<file path="src/rtl/tdm_rx_pkg.sv">
package tdm_rx_pkg;
  localparam int WORD_MAX = 24;
  localparam int NUM_CH   = 6;
  localparam int CH_W     = 3;

  // strobes from control to datapath for one bit position
  typedef struct packed {
    logic            capture;  // shift serData into channel chan
    logic            first;    // this bit is the MSB: restart the word
    logic [CH_W-1:0] chan;
    logic            update;   // load all outputs
  } dpCtl_t;
endpackage

</file>
<file path="src/rtl/tdm_rx_ctrl.sv">
module tdm_rx_ctrl
  import tdm_rx_pkg::*;
#(
  parameter int WORD_MAX = tdm_rx_pkg::WORD_MAX
) (
  input  logic       clk,
  input  logic       rstN,
  input  logic       frameClk,
  input  logic       mode256,
  input  logic [1:0] wordSel,
  output dpCtl_t     ctl,
  output logic       errFlag
);
  localparam int CNT_W = 8;

  logic             fcPrev, locked, frameBad;
  logic [CNT_W-1:0] bitCnt, nextCnt, pos, lastPos, halfPos, updPos;
  logic             startEdge, midEdge, errNow;
  logic [4:0]       effLen, off;
  logic [5:0]       halfOff;
  logic [2:0]       slotNum, idx;
  logic             inSlot;

  always_comb begin
    lastPos   = mode256 ? 8'd255 : 8'd127;
    halfPos   = mode256 ? 8'd128 : 8'd64;
    updPos    = mode256 ? 8'd224 : 8'd124;
    // left level is high in 128 mode, low in 256 mode
    startEdge = (fcPrev != frameClk) && (frameClk == !mode256);
    midEdge   = (fcPrev != frameClk) && !startEdge;
    nextCnt   = (bitCnt == lastPos) ? '0 : bitCnt + 8'd1;
    pos       = startEdge ? '0 : nextCnt;
    errNow    = locked && ((startEdge && bitCnt != lastPos) ||
                           (midEdge && nextCnt != halfPos));
    case (wordSel)
      2'd0:    effLen = 5'd16;
      2'd1:    effLen = 5'd20;
      default: effLen = mode256 ? 5'(WORD_MAX) : 5'd20;
    endcase
  end

  // slot decode
  always_comb begin
    slotNum = pos[7:5];
    halfOff = pos[5:0];
    idx     = '0;
    off     = '0;
    inSlot  = 1'b0;
    ctl     = '0;
    if (mode256) begin
      off        = pos[4:0];
      inSlot     = slotNum[1:0] != 2'b11;
      idx        = slotNum[2] ? slotNum - 3'd1 : slotNum;
      ctl.capture = inSlot && off != 5'd0 && off <= effLen;
      ctl.first   = off == 5'd1;
    end else begin
      inSlot = 1'b1;
      if (halfOff < 6'd20) begin
        idx = 3'd0; off = 5'(halfOff);
      end else if (halfOff < 6'd40) begin
        idx = 3'd1; off = 5'(halfOff - 6'd20);
      end else if (halfOff < 6'd60) begin
        idx = 3'd2; off = 5'(halfOff - 6'd40);
      end else begin
        inSlot = 1'b0;
      end
      if (pos[6]) idx = idx + 3'd3;
      ctl.capture = inSlot && off < effLen;
      ctl.first   = off == 5'd0;
    end
    ctl.chan   = idx;
    ctl.update = locked && !frameBad && !errNow && pos == updPos;
  end

  always_ff @(posedge clk or negedge rstN) begin
    if (!rstN) begin
      fcPrev   <= 1'b0;
      bitCnt   <= '0;
      locked   <= 1'b0;
      frameBad <= 1'b0;
      errFlag  <= 1'b0;
    end else begin
      fcPrev <= frameClk;
      bitCnt <= pos;
      if (startEdge) locked <= 1'b1;
      if (startEdge)   frameBad <= errNow;
      else if (errNow) frameBad <= 1'b1;
      if (errNow)          errFlag <= 1'b1;
      else if (ctl.update) errFlag <= 1'b0;
    end
  end
endmodule

</file>
<file path="src/rtl/tdm_rx_dp.sv">
module tdm_rx_dp
  import tdm_rx_pkg::*;
#(
  parameter int WORD_MAX = tdm_rx_pkg::WORD_MAX,
  parameter int NUM_CH   = tdm_rx_pkg::NUM_CH
) (
  input  logic                       clk,
  input  logic                       rstN,
  input  logic                       serData,
  input  dpCtl_t                     ctl,
  output logic [NUM_CH*WORD_MAX-1:0] samples,
  output logic                       validOut
);
  for (genvar k = 0; k < NUM_CH; k++) begin : gChan
    logic [WORD_MAX-1:0] work, held;
    always_ff @(posedge clk or negedge rstN) begin
      if (!rstN) begin
        work <= '0;
        held <= '0;
      end else begin
        if (ctl.capture && ctl.chan == CH_W'(k))
          work <= ctl.first ? {{(WORD_MAX-1){1'b0}}, serData}
                            : {work[WORD_MAX-2:0], serData};
        if (ctl.update) held <= work;
      end
    end
    assign samples[k*WORD_MAX +: WORD_MAX] = held;
  end

  always_ff @(posedge clk or negedge rstN) begin
    if (!rstN) validOut <= 1'b0;
    else       validOut <= ctl.update;
  end
endmodule

</file>
<file path="src/rtl/packed_tdm_rx.sv">
module packed_tdm_rx
  import tdm_rx_pkg::*;
#(
  parameter int WORD_MAX = tdm_rx_pkg::WORD_MAX,
  parameter int NUM_CH   = tdm_rx_pkg::NUM_CH
) (
  input  logic                       clk,
  input  logic                       rstN,
  input  logic                       frameClk,
  input  logic                       serData,
  input  logic                       mode256,
  input  logic [1:0]                 wordSel,
  output logic [NUM_CH*WORD_MAX-1:0] samples,
  output logic                       validOut,
  output logic                       errFlag
);
  dpCtl_t ctl;

  tdm_rx_ctrl #(.WORD_MAX(WORD_MAX)) i_ctrl (
    .clk(clk), .rstN(rstN), .frameClk(frameClk), .mode256(mode256),
    .wordSel(wordSel), .ctl(ctl), .errFlag(errFlag)
  );

  tdm_rx_dp #(.WORD_MAX(WORD_MAX), .NUM_CH(NUM_CH)) i_dp (
    .clk(clk), .rstN(rstN), .serData(serData), .ctl(ctl),
    .samples(samples), .validOut(validOut)
  );
endmodule

</file>
<file path="config.mk">
export PLATFORM = sky130hd
export DESIGN_NAME = packed_tdm_rx
export DESIGN_NICKNAME = d
export VERILOG_FILES = /design/src/rtl/tdm_rx_pkg.sv /design/src/rtl/tdm_rx_ctrl.sv /design/src/rtl/tdm_rx_dp.sv /design/src/rtl/packed_tdm_rx.sv
export SDC_FILE = /design/constraint.sdc
export NUM_CORES = 1
export LEC_CHECK = 0
export BUFFER_PORTS_ARGS = -buffer_cell sky130_fd_sc_hd__buf_2
export CAP_MARGIN = 10
export CORE_ASPECT_RATIO = 1.2
export CORE_MARGIN = 3
export CORE_UTILIZATION = 43
export CTS_CLUSTER_SIZE = 24
export DETAILED_ROUTE_END_ITERATION = 10
export HOLD_SLACK_MARGIN = 0.12
export MAX_ROUTING_LAYER = met4
export PLACE_DENSITY_LB_ADDON = 0.12
export SYNTH_ARGS = -nofsm -noshare
export SYNTH_HDL_FRONTEND = slang
export SYNTH_SLANG_ARGS = --single-unit
</file>
<file path="constraint.sdc">
create_clock -name clk -period 3.6 [get_ports clk]
set_input_delay 0.18 -clock clk [delete_from_list [all_inputs] [get_ports clk]]
set_output_delay 0.18 -clock clk [all_outputs]
set_load 0.05 [all_outputs]
</file>
### Word level (Yosys, flattened, before mapping)

Index checks and enable logic that the tools add are counted.

| cells by class | value |
|---|---|
| magnitude comparators | 5 |
| add/subtract/negate cells | 5 |
| reductions and logical operators | 28 |
| equal/unequal tests | 14 |
| muxes and demuxes | 33 |

Operators by type and width:

| cell | number |
|---|---|
| $mux 24 | 6 |
| $mux 8 | 5 |
| $mux 5 | 4 |
| $mux 3 | 6 |
| $logic_and 1x1->1 | 17 |
| $eq 8x8->1 | 2 |
| $ne 8x8->1 | 2 |
| $lt 6x6->1 const B | 2 |
| $pmux 5 s2 | 1 |
| $add 8x1->8 const B | 1 |
| $mux 1 | 8 |
| $eq 3x2->1 const B | 2 |
| $eq 3x3->1 const B | 2 |
| $lt 6x5->1 const B | 1 |
| $eq 5x1->1 const B | 1 |
| $le 5x5->1 | 1 |
| $logic_not 5->1 | 1 |
| $lt 5x5->1 | 1 |
| $reduce_bool 5->1 | 1 |
| $sub 5x4->5 const B | 1 |
| $sub 5x5->5 const B | 1 |
| $logic_not 1->1 | 4 |
| $mux 2 | 2 |
| $mux 4 | 1 |
| 11 further kinds | 12 |

| storage, ports and cells | value |
|---|---|
| output and inout port bits | 146 |
| logic and storage cells | 103 |
| bits of input ports | 7 |
| register bits | 301 |

### Longest topological paths before layout

| logic depth | value |
|---|---|
| depth in word-level cells | 14 |
| mapped depth | 18 |
| gate-level depth less buffers | 15 |

### Hierarchy

A second synthesis with hierarchy kept.

| unflattened totals | value |
|---|---|
| cell total of the unflattened synthesis | 937 |
| area total of the unflattened synthesis | 13558.0 sq um |

Modules (own cells, without submodules):

| module | instances | sequential area each (sq um) | cells each | area each (sq um) |
|---|---|---|---|---|
| tdm_rx_dp | 1 | 7231.9 | 769 | 12151.7 |
| tdm_rx_ctrl | 1 | 300.3 | 168 | 1406.3 |

### Worst setup path after synthesis

Ideal clock, no wire load.

| path | value |
|---|---|
| path kind | register to register |
| start point | register i_ctrl.bitCnt[0] |
| end point | register i_dp.gChan[3].work[10] |
| data required time | 3.521 ns |
| cell stages (with the launch flop) | 18 |
| setup slack | -0.301 ns |
| library setup time | 0.079 ns |
| arrival | 3.822 ns |
| path through | dfrtp_1 > ha_1 > buf_2 > nand2_1 > nor3_1 > nor2_1 > nand2_1 > ha_1 > nor2_1 > o21a_1 > a211o_1 > ha_1 > a31o_2 > a21oi_1 > nor4bb_1 > buf_2 > buf_2 > mux2i_1 |

| between the ends | value |
|---|---|
| word-level cells in the longest chain between the ends | 13 |
| elaborated cells on any way between the ends | 39 |
| those cells by class | 5 x add/sub; 5 x order compare; 4 x eq/ne; 19 x mux; 6 x reduce/logical |

RTL lines:

| item | RTL line | source |
|---|---|---|
| start: declaration | tdm_rx_ctrl.sv:17 | `logic [CNT_W-1:0] bitCnt, nextCnt, pos, lastPos, halfPos, updPos;` |
| start signal: assignment | tdm_rx_ctrl.sv:84 | `bitCnt <= pos;` |
| $add 8x1->8 / $eq 8x8->1 (equally long branches) | tdm_rx_ctrl.sv:31 | `nextCnt = (bitCnt == lastPos) ? '0 : bitCnt + 8'd1;` |
| $mux 8 * | tdm_rx_ctrl.sv:31 |  |
| $mux 8 * | tdm_rx_ctrl.sv:32 | `pos = startEdge ? '0 : nextCnt;` |
| $lt 6x6->1 | tdm_rx_ctrl.sv:62 | `end else if (halfOff < 6'd60) begin` |
| $mux 2 | tdm_rx_ctrl.sv:62 |  |
| $mux 3 | tdm_rx_ctrl.sv:60 | `end else if (halfOff < 6'd40) begin` |
| $mux 3 | tdm_rx_ctrl.sv:58 | `if (halfOff < 6'd20) begin` |
| $mux 3 | tdm_rx_ctrl.sv:50 | `if (mode256) begin` |
| $add 3x2->3 | tdm_rx_ctrl.sv:67 | `if (pos[6]) idx = idx + 3'd3;` |
| $mux 3 | tdm_rx_ctrl.sv:67 |  |
| $mux 3 | tdm_rx_ctrl.sv:50 |  |
| $eq 3x2->1 | tdm_rx_dp.sv:21 | `if (ctl.capture && ctl.chan == CH_W'(k))` |
| $logic_and 1x1->1 | tdm_rx_dp.sv:21 |  |
| end signal: assignment | tdm_rx_dp.sv:22 | `work <= ctl.first ? {{(WORD_MAX-1){1'b0}}, serData}` |
| end: declaration | tdm_rx_dp.sv:15 | `logic [WORD_MAX-1:0] work, held;` |

Every way passes the cells marked *; elsewhere a longest branch is shown, timed or not. The select of a mux whose other input is x is not followed.
A chain may end at the register's enable or synchronous reset.

### Final worst setup path

| path | value |
|---|---|
| start point | register i_ctrl.bitCnt[0] |
| end point | register i_dp.gChan[3].work[14] |

Same word-level chain as after synthesis.

==> impl_metrics.toml <==
[global_route]
grt_use_met1_pct = 22.1
grt_pass1_wl_um = 44200
grt_start_max_net_pins = 100
grt_overflow_total = 0
gr-max-usage-layer = "met2"
grt_pass1_vias = 8452
use_met3_pct = 3.82
met2_usage_pct = 27.3
grt.total_usage_pct = 17.1
antenna_found_initial = 0

[clocking]
clkLatencyLatePin_ps = 500
ctsRootBufferMaster = "clkbuf_16"
clock-sinks = 301
numCtsBuffers = 34
cts_max_level = 2
cts_tree = "built"
clockBufferDepth = 3
path_clk_slew_ps = 60

[detailed_routing]
wl_um = 27200
via_count = 8220
ant_nets = 0
first_pass_iters = 4
wl_per_cell_um = 16.1
drtIter0Drc = 480
viasPerCell = 4.88
remaining_drc_errors = 0

[sta]
tightest_slew_ps = 725
fin_hold_ws_ps = 312
finalCritPeriodShare_pct = 96.7
maxSlewViolCount = 0
setup_ws_ps = 120
slew_headroom_pct = 51.7
setup_viol = 0
fmax_mhz = 287
setup-tns-final_ps = 0
clock_skew_ps = 18.2
hold_violations = 0
min_period_ps = 3480

[yosys]
synth_nets = 1081
synthTopCellsByArea = "dfrtp_1 57%, mux2i_1 11%, mux2_2 8.8%, mux2_4 5.6%, inv_1 4.2%"
synth-edff-count = 0
synth_cell_types = 52
ys_ff_latch = 301
syn_inst = 1064
ys_seq_area_share_pct = 57.4
ys_warn_count = 0
syn_avg_cell_area_um2 = 12.3
synthTopCellsByCount = "301 x dfrtp_1, 148 x inv_1, 148 x nand2_1"
synth-main-ff-cell = "dfrtp_1"
synth_top_area_share_pct = 57.4
async_flop_share_pct = 100
yosysMostFrequentCell = "dfrtp_1"
synth_area_um2 = 13100
synth_top_area_cell = "dfrtp_1"

[floorplanning]
num_rows = 69
die_w_um = 165
die_h_um = 197
initial_core_util_pct = 43.9
io_pins = 153
core-area_um2 = 29900
die_area_um2 = 32600

[critical_path]
path_buf_inv = 5
cpLargestDelayFamily = "compound AO/OA/AOI/OAI gates"
critPathArrivalTime_ps = 3890
max_stage_delay_ps = 390
slowest_stage = "dfrtp_1"
startpoint_type = "register"
worstPathRequired_ps = 4010
cp_max_fo = 8
critPathKind = "register to register"
cp-end-kind = "register"
worstPathCellList = "buf_6 -> nand3_4 -> xnor2_2 -> nand2_2 -> ha_4 -> buf_4 -> nor3_4 -> a2111oi_4 -> a211o_1 -> ha_4 -> a31o_4 -> a21oi_4 -> nor4bb_4 -> buf_4 -> buf_6 -> clkbuf_16 -> mux2i_1"

[layout]
drive_above_1_share_pct = 35.2
area_delta_synth_final_pct = 23.4
final_cells = 1685
n_fill_cell = 2641
antenna_cells = 0
nets = 1290
multi_input_area_um2 = 4970
register_area_um2 = 7530

[power]
p_per_area_nw_per_um2 = 571
p_clk_share_pct = 36.2
total_power_mw = 9.24
p_comb_share_pct = 19.8
pwr-share-seq_pct = 44.0
leakage_nw = 9.58
ir_worst_vdd_v = 0.000340
sw_frac_of_total_pct = 29.0
switchingPower_mw = 2.68
p_int_mw = 6.56

[place]
io_buffers = 152
hpwlAfterDp_um = 17500
place.gp.congestion = 0.873
place_ws_ps = -79.1
dp_cells = 1608

[run_status]
status = "finished clean"

[flow_run]
maxCapViolations = 0

[worst_hold_path]
hold_class = "primary input to asynchronous set/reset pin"
-- layer usage --
metal  vias up  part of all wire, %
met1      4106                   45
met3        47                  5.4
met4         0                  2.4
li1       3903                    -
met5         -                    0
met2       164                   47
-- sequential cells by signal, indices dropped and copies added, names as in the netlist --
name,count
i_ctrl.bitCnt,8
i_ctrl.errFlag,1
i_ctrl.fcPrev,1
i_ctrl.frameBad,1
i_ctrl.locked,1
i_dp.gChan.held,144
i_dp.gChan.work,144
i_dp.validOut,1
-- final timing paths --
kind | startpoint | endpoint | slack, ps | depth (start not counted)
worst min register to register | i_dp.gChan[2].held[8]$_DFFE_PN0P_ | i_dp.gChan[2].held[8]$_DFFE_PN0P_ | 490 | 1
worst max register to register | i_ctrl.bitCnt[0]$_DFF_PN0_ | i_dp.gChan[3].work[14]$_DFFE_PN0P_ | 120 | 17
worst min-delay path | rstN | i_dp.gChan[3].held[5]$_DFFE_PN0P_ | 310 | 2
min in group clk | mode256 | i_ctrl.bitCnt[7]$_DFF_PN0_ | 380 | 4
worst max-delay path | i_ctrl.bitCnt[0]$_DFF_PN0_ | i_dp.gChan[3].work[14]$_DFFE_PN0P_ | 120 | 17
max in group asynchronous | rstN | i_dp.gChan[5].held[1]$_DFFE_PN0P_ | 2370 | 3
-- layout make-up --
type / count / share of cell area [%]
Sequential cell: 301 / 46.6
Clock inverter: 5 / 0.394
Multi-Input combinational cell: 563 / 30.7
Inverter: 148 / 3.43
Tap cell: 390 / 3.02
Clock buffer: 53 / 6.26
Timing Repair Buffer: 225 / 9.58
-- worst reg2reg max path: stages, from the launching register on --
cell and delay [ps]:
dfrtp_1 390, buf_6 130, nand3_4 130, xnor2_2 220
nand2_2 110, ha_4 180, buf_4 140, nor3_4 150
a2111oi_4 90, a211o_1 330, ha_4 220, a31o_4 240
a21oi_4 210, nor4bb_4 220, buf_4 180, buf_6 130
clkbuf_16 150, mux2i_1 180
-- cell families (layout without fill, tap and decap cells) --
logic type / after synthesis / count (layout) / share of synthesized area, %
fa+ha+maj: 10 / 10 / 0.954
simple gates: 209 / 209 / 7.15
mux: 292 / 292 / 25.1
buf+inv: 200 / 431 / 6.47
xor+xnor: 10 / 10 / 0.668
flops: 301 / 301 / 57.4
compound gates: 42 / 42 / 2.19
-- layout by cell type (no fill, tap or decap), drive strengths merged, types with 6 or more instances in the layout --
master / netlist / final
mux2: 152 / 152
nand2: 148 / 148
o21ai: 7 / 7
a21oi: 11 / 11
inv: 148 / 150
nand3: 11 / 11
clkbuf: 20 / 54
xnor2: 6 / 6
buf: 32 / 220
ha: 10 / 10
dfrtp: 301 / 301
mux2i: 140 / 140
nor3: 6 / 6
nor2: 15 / 15
-- what timing repair did --
action | CTS | global route
gates resized for setup | 6 | 32
pin swaps | 1 | 16
setup buffers | 3 | 10
hold buffers | 3 | 0
hold endpoints to repair | 95 | 0
gates cloned | 2 | 1
endpoints found under the setup margin | 47 | 133
-- stage by stage --
stage | area, um^2 | utilization [%]
after floorplan | 13200 | -
after global placement | 14700 | 49.2
after detailed placement | 14700 | 49.2
after CTS | 15900 | 53.2
after global routing | 16200 | 54.2
final | 16200 | 54.2
-- power by group through the flow --
stage               Clock, mW  Combinational, mW  Sequential [mW]
finish                   3.35               1.83             4.06
global route             3.60               2.08             4.12
detailed placement          0               1.71             4.12
global placement            0               1.67             4.11
CTS                      3.45               1.73             4.06
floorplan                   0               1.18             4.02
Power figures use the tool's default switching activity.
